$ cat config.mk
export PLATFORM = sky130hd
export DESIGN_NAME = rv64_int_alu
export DESIGN_NICKNAME = d
export VERILOG_FILES = /design/src/rtl/rv64_alu_pkg.sv /design/src/rtl/rv64_alu_operand.sv /design/src/rtl/rv64_alu_arith.sv /design/src/rtl/rv64_alu_shifter.sv /design/src/rtl/rv64_int_alu.sv
export SDC_FILE = /design/constraint.sdc
export NUM_CORES = 1
export LEC_CHECK = 0
export BUFFER_PORTS_ARGS = -buffer_cell sky130_fd_sc_hd__buf_2
export CORE_ASPECT_RATIO = 0.5
export CORE_MARGIN = 3
export CORE_UTILIZATION = 35
export DETAILED_ROUTE_END_ITERATION = 10
export MAX_ROUTING_LAYER = met4
export PLACE_DENSITY_LB_ADDON = 0.15
export SLEW_MARGIN = 20
export SYNTH_ARGS = -nofsm -noshare
export SYNTH_HDL_FRONTEND = slang
export SYNTH_SLANG_ARGS = --single-unit
$ cat constraint.sdc
create_clock -name vclk -period 10.9
set_input_delay 1.09 -clock vclk [all_inputs]
set_output_delay 1.09 -clock vclk [all_outputs]
set_load 0.01 [all_outputs]
$ cat src/rtl/rv64_alu_pkg.sv
package rv64_alu_pkg;
  typedef enum logic [3:0] {
    OP_ADD   = 4'd0,
    OP_SUB   = 4'd1,
    OP_SLT   = 4'd2,
    OP_SLTU  = 4'd3,
    OP_XOR   = 4'd4,
    OP_OR    = 4'd5,
    OP_AND   = 4'd6,
    OP_SLL   = 4'd7,
    OP_SRL   = 4'd8,
    OP_SRA   = 4'd9,
    OP_LUI   = 4'd10,
    OP_AUIPC = 4'd11
  } alu_op_e;
endpackage

$ cat src/rtl/rv64_alu_operand.sv
module rv64_alu_operand #(
  parameter int XLEN = 64,
  parameter int ILEN = 12,
  parameter int ULEN = 20,
  localparam int SHW = $clog2(XLEN)
) (
  input  logic [XLEN-1:0] rs2_i,
  input  logic [ILEN-1:0] imm12_i,
  input  logic [ULEN-1:0] imm20_i,
  input  logic            use_imm_i,
  output logic [XLEN-1:0] opb_o,
  output logic [SHW-1:0]  shamt_o,
  output logic [XLEN-1:0] upper_o
);
  localparam int UPOS = 32 - ULEN;

  logic [31:0] upper32;

  assign opb_o   = use_imm_i ? {{(XLEN-ILEN){imm12_i[ILEN-1]}}, imm12_i} : rs2_i;
  assign shamt_o = use_imm_i ? imm12_i[SHW-1:0] : rs2_i[SHW-1:0];
  assign upper32 = {imm20_i, {UPOS{1'b0}}};
  assign upper_o = {{(XLEN-32){upper32[31]}}, upper32};
endmodule

$ cat src/rtl/rv64_alu_arith.sv
module rv64_alu_arith #(
  parameter int XLEN = 64,
  parameter int WLEN = 32
) (
  input  logic [XLEN-1:0] a_i,
  input  logic [XLEN-1:0] b_i,
  input  logic            sub_i,
  input  logic            word_i,
  output logic [XLEN-1:0] sum_o,
  output logic            lt_o,
  output logic            ltu_o
);
  logic [XLEN-1:0] b_eff;
  logic [XLEN-1:0] raw;

  assign b_eff = sub_i ? ~b_i : b_i;
  assign raw   = a_i + b_eff + {{(XLEN-1){1'b0}}, sub_i};
  assign sum_o = word_i ? {{(XLEN-WLEN){raw[WLEN-1]}}, raw[WLEN-1:0]} : raw;
  assign lt_o  = $signed(a_i) < $signed(b_i);
  assign ltu_o = a_i < b_i;
endmodule

$ cat src/rtl/rv64_alu_shifter.sv
module rv64_alu_shifter #(
  parameter int XLEN = 64,
  parameter int WLEN = 32,
  localparam int SHW  = $clog2(XLEN),
  localparam int WSHW = $clog2(WLEN)
) (
  input  logic [XLEN-1:0] src_i,
  input  logic [SHW-1:0]  shamt_i,
  input  logic            left_i,
  input  logic            arith_i,
  input  logic            word_i,
  output logic [XLEN-1:0] res_o
);
  logic [XLEN-1:0] full_res;
  logic [XLEN-1:0] wsrc;
  logic [XLEN-1:0] wshift;
  logic [WSHW-1:0] wamt;

  always_comb begin
    if (left_i)       full_res = src_i << shamt_i;
    else if (arith_i) full_res = $signed(src_i) >>> shamt_i;
    else              full_res = src_i >> shamt_i;
  end

  // word path: widen low half with sign or zero so one right shifter serves both
  assign wamt = shamt_i[WSHW-1:0];
  assign wsrc = arith_i ? {{(XLEN-WLEN){src_i[WLEN-1]}}, src_i[WLEN-1:0]}
                        : {{(XLEN-WLEN){1'b0}}, src_i[WLEN-1:0]};

  always_comb begin
    if (left_i)       wshift = wsrc << wamt;
    else if (arith_i) wshift = $signed(wsrc) >>> wamt;
    else              wshift = wsrc >> wamt;
  end

  assign res_o = word_i ? {{(XLEN-WLEN){wshift[WLEN-1]}}, wshift[WLEN-1:0]} : full_res;
endmodule

$ cat src/rtl/rv64_int_alu.sv
module rv64_int_alu
  import rv64_alu_pkg::*;
#(
  parameter int XLEN = 64,
  parameter int WLEN = 32,
  parameter int ILEN = 12,
  parameter int ULEN = 20
) (
  input  logic [3:0]      op_i,
  input  logic            word_i,
  input  logic            use_imm_i,
  input  logic [XLEN-1:0] rs1_i,
  input  logic [XLEN-1:0] rs2_i,
  input  logic [ILEN-1:0] imm12_i,
  input  logic [ULEN-1:0] imm20_i,
  input  logic [XLEN-1:0] pc_i,
  output logic [XLEN-1:0] result_o,
  output logic            illegal_o
);
  localparam int SHW  = $clog2(XLEN);
  localparam int WSHW = $clog2(WLEN);

  alu_op_e         op;
  logic [XLEN-1:0] opb, upper, add_a, add_b, sum, shres;
  logic [SHW-1:0]  shamt;
  logic            lt, ltu, is_shift, is_auipc, add_word;

  assign op       = alu_op_e'(op_i);
  assign is_shift = (op == OP_SLL) || (op == OP_SRL) || (op == OP_SRA);
  assign is_auipc = (op == OP_AUIPC);

  rv64_alu_operand #(.XLEN(XLEN), .ILEN(ILEN), .ULEN(ULEN)) u_operand (
    .rs2_i    (rs2_i),
    .imm12_i  (imm12_i),
    .imm20_i  (imm20_i),
    .use_imm_i(use_imm_i),
    .opb_o    (opb),
    .shamt_o  (shamt),
    .upper_o  (upper)
  );

  // one adder serves add/sub and the PC-relative upper form
  assign add_a    = is_auipc ? pc_i  : rs1_i;
  assign add_b    = is_auipc ? upper : opb;
  assign add_word = word_i && !is_auipc;

  rv64_alu_arith #(.XLEN(XLEN), .WLEN(WLEN)) u_arith (
    .a_i   (add_a),
    .b_i   (add_b),
    .sub_i (op == OP_SUB),
    .word_i(add_word),
    .sum_o (sum),
    .lt_o  (lt),
    .ltu_o (ltu)
  );

  rv64_alu_shifter #(.XLEN(XLEN), .WLEN(WLEN)) u_shifter (
    .src_i  (rs1_i),
    .shamt_i(shamt),
    .left_i (op == OP_SLL),
    .arith_i(op == OP_SRA),
    .word_i (word_i),
    .res_o  (shres)
  );

  // reserved: word shift immediate with amount bit beyond the word range
  assign illegal_o = word_i && use_imm_i && is_shift && imm12_i[WSHW];

  always_comb begin
    result_o = '0;
    if (!illegal_o) begin
      unique case (op)
        OP_ADD, OP_SUB, OP_AUIPC: result_o = sum;
        OP_SLT:                   result_o = {{(XLEN-1){1'b0}}, lt};
        OP_SLTU:                  result_o = {{(XLEN-1){1'b0}}, ltu};
        OP_XOR:                   result_o = rs1_i ^ opb;
        OP_OR:                    result_o = rs1_i | opb;
        OP_AND:                   result_o = rs1_i & opb;
        OP_SLL, OP_SRL, OP_SRA:   result_o = shres;
        OP_LUI:                   result_o = upper;
        default:                  result_o = '0;
      endcase
    end
  end
endmodule

After elaboration in Yosys (flattened, before gate mapping)

Index checks and enable logic that the tools add are counted.
W data, S select, Z words.

Equal/unequal tests: 11
Bitwise gates (word level): 4
Order comparisons: 2
Shift operators: 6
Multiplexer cells: 14
Reductions and logical operators: 10
$add $sub $neg: 2

Operators by type and width:

| operator             | number |
|---|---|
| $mux W64             | 10 |
| $pmux W64 S8         | 1 |
| $lt A64 B64 Y1       | 2 |
| $add A64 B1 Y64      | 1 |
| $add A64 B64 Y64     | 1 |
| $and A64 B64 Y64     | 1 |
| $mux W32             | 2 |
| $not A64 Y64         | 1 |
| $or A64 B64 Y64      | 1 |
| $shl A64 B5 Y32      | 1 |
| $shl A64 B6 Y64      | 1 |
| $shr A64 B5 Y32      | 1 |
| $shr A64 B6 Y64      | 1 |
| $sshr A64 B5 Y32     | 1 |
| $sshr A64 B6 Y64     | 1 |
| $xor A64 B64 Y64     | 1 |
| $eq A4 B3 Y1 const B | 4 |
| $eq A4 B4 Y1 const B | 4 |
| $eq A4 B2 Y1 const B | 2 |
| $mux W6              | 1 |
| $reduce_or A3 Y1     | 2 |
| $eq A4 B1 Y1 const B | 1 |
| $logic_and A1 B1 Y1  | 4 |
| $logic_not A4 Y1     | 1 |
| 2 further kinds      | 3 |

Bits in registers: 0
Word-level logic and storage cells: 49
Input port bits: 230
Output and inout port bits: 65

Depth between registers and ports, before layout

Gate-level depths: netlist of the first run.

Word-level depth: 9
Depth in mapped cells: 23
Mapped depth without buffers: 16

By module

Synthesis of the first run repeated with hierarchy kept, for this count alone.

Cells, all modules: 3066
Area total of the unflattened synthesis: 24131.9 um2

Modules (own cells, without submodules):

| module           | cells each | area an instance (um2) | seq. area each (um2) | times used |
|---|---|---|---|---|
| rv64_alu_shifter | 1194       | 9673.0                 | 0.0                  | 1 |
| rv64_int_alu     | 805        | 6515.0                 | 0.0                  | 1 |
| rv64_alu_arith   | 920        | 6327.3                 | 0.0                  | 1 |
| rv64_alu_operand | 147        | 1616.6                 | 0.0                  | 1 |

Worst setup path after synthesis of the first run

OpenSTA, ideal clock, no wires.

Path kind: input -> output
Start: in use_imm_i
End: out result_o[58]
Data required time: 9810 ps
Slack: 3727 ps
Path buffers: 5
Arrival time: 6083 ps
Stages: 20
Path through: buf_6 > mux2i_1 > clkinv_1 > clkbuf_1 > buf_1 > clkbuf_1 > clkbuf_1 > nand2_1 > xnor2_1 > ha_1 > a21o_1 > a221oi_1 > o21ai_0 > a31o_2 > a41oi_1 > o31ai_1 > a2111oi_0 > o21ai_0 > o31a_1 > a21o_1

Word-level cells in the longest chain between the ends: 9
Elaborated cells on any way between the ends: 27
Those cells by class: 2 x add/sub; 6 x shift; 12 x mux; 4 x bitwise; 3 x reduce/logical

Ends and longest elaborated chain:

| element            | RTL line               | RTL |
|---|---|---|
| start: declaration | rv64_int_alu.sv:11     | `input logic use_imm_i,` |
| $mux W64           | rv64_alu_operand.sv:19 | `assign opb_o = use_imm_i ? {{(XLEN-ILEN){imm12_i[ILEN-1]}}, imm12_i} : rs2_i;` |
| $mux W64           | rv64_int_alu.sv:44     | `assign add_b = is_auipc ? upper : opb;` |
| $not A64 Y64       | rv64_alu_arith.sv:16   | `assign b_eff = sub_i ? ~b_i : b_i;` |
| $mux W64           | rv64_alu_arith.sv:16   |  |
| $add A64 B64 Y64   | rv64_alu_arith.sv:17   | `assign raw = a_i + b_eff + {{(XLEN-1){1'b0}}, sub_i};` |
| $add A64 B1 Y64    | rv64_alu_arith.sv:17   |  |
| $mux W64           | rv64_alu_arith.sv:18   | `assign sum_o = word_i ? {{(XLEN-WLEN){raw[WLEN-1]}}, raw[WLEN-1:0]} : raw;` |
| $pmux W64 S8       | rv64_int_alu.sv:72     | `unique case (op)` |
| $mux W64 *         | rv64_int_alu.sv:71     | `if (!illegal_o) begin` |
| end: declaration   | rv64_int_alu.sv:17     | `output logic [XLEN-1:0] result_o,` |

Mark *: on every way between the ends. The rest lies on a longest branch, timed or not.

Worst setup path in the final report of the first run

Start: in use_imm_i
End: out result_o[52]

The elaborated chain is that of the path after synthesis.

==> results of run 1 <==
[worst min path at each step]
stage                           from           end  slack (ps)  cells after the start
after floorplan           imm20_i[6]  result_o[18]        2340                      2
after global placement    imm20_i[5]  result_o[17]        2570                      4
after detailed placement  imm20_i[5]  result_o[17]        2570                      4
after CTS                 imm20_i[5]  result_o[17]        2570                      4
after global routing      imm20_i[5]  result_o[17]        2620                      4
final                     imm20_i[5]  result_o[17]        2580                      4
[per-stage QoR]
step                      hold WS [ps]  setup WS [ps]
after floorplan                   2340           3730
after global placement            2570           3270
after detailed placement          2570           3180
after CTS                         2570           3190
after global routing              2620           2700
final                             2580           2990
[synth_stat cells, drive strengths merged (5+ instances only)]
| master | number |
|---|---|
| a221oi | 41 |
| a211oi | 51 |
| nand3 | 66 |
| mux2 | 19 |
| o31ai | 23 |
| and3 | 34 |
| a21boi | 7 |
| nor4 | 10 |
| o21ai | 339 |
| o31a | 6 |
| xnor2 | 95 |
| nand2b | 18 |
| o22ai | 24 |
| or3 | 11 |
| a2111oi | 11 |
| nor2 | 206 |
| a32oi | 13 |
| a22o | 5 |
| nor2b | 15 |
| inv | 148 |
| a22oi | 40 |
| a221o | 11 |
| mux4 | 89 |
| buf | 102 |
| mux2i | 231 |
| xor2 | 22 |
| a31oi | 40 |
| o2111ai | 9 |
| o221ai | 16 |
| a31o | 7 |
| and2 | 24 |
| nand4 | 36 |
| o211ai | 46 |
| o21a | 17 |
| a41oi | 12 |
| nand2 | 419 |
| o21bai | 17 |
| a21oi | 291 |
| nor3 | 45 |
| a21o | 102 |
| a311oi | 6 |
| clkbuf | 170 |
| a311o | 5 |
| ha | 252 |
| a211o | 10 |
[kinds of logic (layout without fill, tap and decap cells)]
family | count (synthesis) | after routing | synth area share, %
mux | 339 | 339 | 20.7
buf+inv | 422 | 514 | 7.77
other cells | 0 | 14 | 0
simple gates | 907 | 907 | 18.4
compound gates | 1174 | 1174 | 33.9
fa+ha+maj | 253 | 253 | 14.4
xor+xnor | 119 | 119 | 4.87
[per-layer routing]
layer | GRT usage (%) | vias up
met5 | - | -
met4 | 7.30 | 0
met3 | 14.7 | 198
met2 | 53.6 | 2097
met1 | 63.3 | 14249
li1 | - | 12226
[final cells by class]
| type | count | area share [%] |
|---|---|---|
| timing repair buffer | 364 | 8.40 |
| inverter | 150 | 2.37 |
| multi-input combinational | 2792 | 84.8 |
| tap | 825 | 4.30 |
| antenna | 14 | 0.146 |
==> run metrics, run 1 <==
fin crit share=72.6%; failing checks=design-rule violations; Final GP Congestion=~1.1; Placed Cells=between 4,000 and 5,000; sequential area share after synthesis=0%; Setup Buffers After CTS=0; most frequent cells in the layout=nand2_1 (419), o21ai_0 (330), buf_2 (295); CP Capture Type=output port; die height=around 180 µm; share of layout cells above drive strength 1=15.4%; # DRC=2; Layout area overhead=9.34%; CP max FO=54; HPWL Detailed=roughly 120,000 µm; critical path class=in2out; 1st-pass router iterations=10; Slew @ Worst Pin=between 1000 and 1500 ps; Worst Setup SP=use_imm_i; Min-Delay Path Class=in2out; antenna violations before repair=14; vias=between 20,000 and 30,000; share of the synthesized area in the top cell type=14.3%; Starting Density=35.7%; largest net degree at the start of global routing=130; WL met3=approximately 22,000 µm; Rows=64; Slew Limit Headroom=15.9%; area of the multi-input gates=a little over 20,000 µm²; worst stage delay on the critical path=between 800 and 900 ps; status=finished with violations; CP Launch Type=input pin; fin area=about 24,000 µm²; DR WL/cell=34.7 µm; Antenna Nets Post-Route=0; number of buffers added on ports=about 300; YS warnings=0; # resized after CTS=0; WL met2=53,400 µm; Via density=approximately 6.9; Top Metal Used=met4; Crit path required time=between 9000 and 10,000 ps; Syn Inst Count=3,214; CP arrival=slightly below 7000 ps; cts hold-fix bufs=0; Final setup violation count=0; first-pass GRT wire length=approximately 200,000 µm; RSZ-0062 raised after global routing=no; CP dominant cell by count=a21oi_1; initial drt markers=4,992; die width=360 µm; Reg area=0 µm²; Yosys cell types=roughly 90; highest clock rate=between 100 and 150 MHz; Synth area leaders=ha_1 (14%), mux2i_1 (10%), mux4_2 (9.1%), o21ai_0 (7.5%), nand2_1 (7.2%); Crit path depth=18; nets@finish=approximately 3,800; Final TNS setup=0 ps; Slowest cell on crit path=inv_2; leading area contributor after synthesis=ha_1; total gr overflow=0; final hold violations=0; Buffers & Inverters on Critical Path=3; Max-Cap Viols=0; number of global-route vias before repair=~26,000; Fillers=between 6,000 and 7,000; CP Cell Sequence=buf_2 -> inv_2 -> a21oi_1 -> nand2_1 -> o21ai_0 -> xnor2_1 -> ha_1 -> nand4_1 -> o31ai_1 -> a21oi_1 -> o21ai_0 -> a21oi_1 -> o31a_1 -> a21oi_1 -> xor2_1 -> o21ai_0 -> a41oi_1 -> buf_2; clock buffers=0; area of the core=61,600 µm²; post-synthesis net count=3,697; final non-filler cell total=~4,100; overall routing resource usage=42.4%; Routed WL=approximately 140,000 µm; commonest non-fill, non-tap cell in the layout=nand2_1; minimum clock period=~7900 ps; I/O pin total=295; die area=roughly 66,000 µm²; fin util=approximately 39%; Slew Viols, Final=0; Post-DP Area=24,000 µm²; cell family with most CP delay=compound AO/OA/AOI/OAI gates; Seq cells=0; wl on met1=65,800 µm; cell area after synthesis=approximately 22,000 µm²; end point of the critical path=result_o[52]; syn avg cell area=6.84 µm²
==> inputs of run 2 (changes only) <==
- clock period: 10.9 -> 7.7 ns (I/O delays scaled with it)
==> run metrics, run 2 (synthesis results as in run 1) <==
Starting Density=35.7% (unchanged); number of global-route vias before repair=25,810 (+1.1%); Crit path depth=16 (-2); 1st-pass router iterations=8 (-2); Routed WL=153,000 µm (+6.2%); Min-Delay Path Class=in2out; initial drt markers=5,386 (+7.9%); area of the core=61,600 µm² (unchanged); overall routing resource usage=45.3% (+2.9 points); fin util=39.6% (+0.61 points); Slew Viols, Final=0 (unchanged); CP Capture Type=output port; antenna violations before repair=20 (+6); die area=66,000 µm² (unchanged); Final setup violation count=0 (unchanged); cts hold-fix bufs=0 (unchanged); worst stage delay on the critical path=670 ps (-200 ps); cell family with most CP delay=compound AO/OA/AOI/OAI gates; total gr overflow=0 (unchanged); CP Cell Sequence=buf_2 -> inv_2 -> buf_4 -> a21o_1 -> o21ai_0 -> xnor2_1 -> ha_1 -> nand4_1 -> or2_2 -> or3_1 -> o31ai_1 -> a21oi_1 -> xor2_1 -> a21oi_1 -> or4_1 -> buf_2; # resized after CTS=0 (unchanged); HPWL Detailed=125,000 µm (+7.3%); die width=360 µm (unchanged); Reg area=0 µm² (unchanged); CP arrival=6130 ps (-690 ps); Antenna Nets Post-Route=0 (unchanged); die height=183 µm (unchanged); first-pass GRT wire length=209,000 µm (+5.2%); critical path class=in2out; most frequent cells in the layout=nand2_1 (419), o21ai_0 (329), buf_2 (295); vias=29,091 (+1.1%); pre-CTS WS=982 ps (-2200 ps); status=finished clean; DR WL/cell=36.5 µm (+5.2%); final non-filler cell total=4,186 (+0.99%); CP max FO=28 (-48%); clock buffers=0 (unchanged); Crit path required time=6930 ps (-2880 ps); Rows=64 (unchanged); Placed Cells=4,170 (+0.94%); final hold violations=0 (unchanged); nets@finish=3,830 (+1.0%); Max-Cap Viols=0 (unchanged); setup slack after layout=801 ps (-2190 ps); RSZ-0062 raised after global routing=no; Final GP Congestion=1.08 (-5.2%); minimum clock period=around 6900 ps; Via density=6.95 (+0.13%); Cells on Worst Hold Path=4 (unchanged); highest clock rate=about 140 MHz; share of layout cells above drive strength 1=16.4% (+0.99 points); CP Launch Type=input pin; Setup Buffers After CTS=0 (unchanged); Seq cells=0 (unchanged); Final TNS setup=0 ps (unchanged); Buffers & Inverters on Critical Path=4 (+1); fin crit share=~90%; largest net degree at the start of global routing=118 (-9.2%); I/O pin total=295 (unchanged); number of buffers added on ports=295 (unchanged); commonest non-fill, non-tap cell in the layout=nand2_1; Slowest cell on crit path=o31ai_1; Slew @ Worst Pin=1250 ps (-4.75 ps); # DRC=0 (-2); Layout area overhead=11.0%; Slew Limit Headroom=14.4% (-1.5 points)
==> run 2: cell types whose count changed in the layout (fill, tap and decap cells not counted), sizes merged <==
cell	before	now
diode	14	16
buf	364	403
==> run 2: final cells by class <==
cell class	count	area, µm²
well taps	825	1030
fillers	6793	37200
multi-input cells	2792	20400
repair buffers	403	2390
diodes	16	40.0
inverters	150	569
==> run 2: layer usage <==
layer	vias to the layer above	track usage [%]	share of wire, %
li1	12320	-	-
met1	14499	67.9	46
met2	2106	56.1	37
met3	166	17.6	16
met4	0	5.95	1.7
met5	-	-	0
==> run 2: through the flow <==
step	hold WS [ps]	area (µm²)
3_5_place_dp	2000	24400
5_1_grt	2010	24400
6_report	2000	24400
4_1_cts	2000	24400
2_1_floorplan	1700	22000
3_3_place_gp	2000	24400
==> run 2: path summary, 6_finish.rpt <==
kind                       start      endpoint  slack, ps
worst max-delay path   use_imm_i  result_o[50]        800
worst min-delay path  imm20_i[9]  result_o[21]       2000
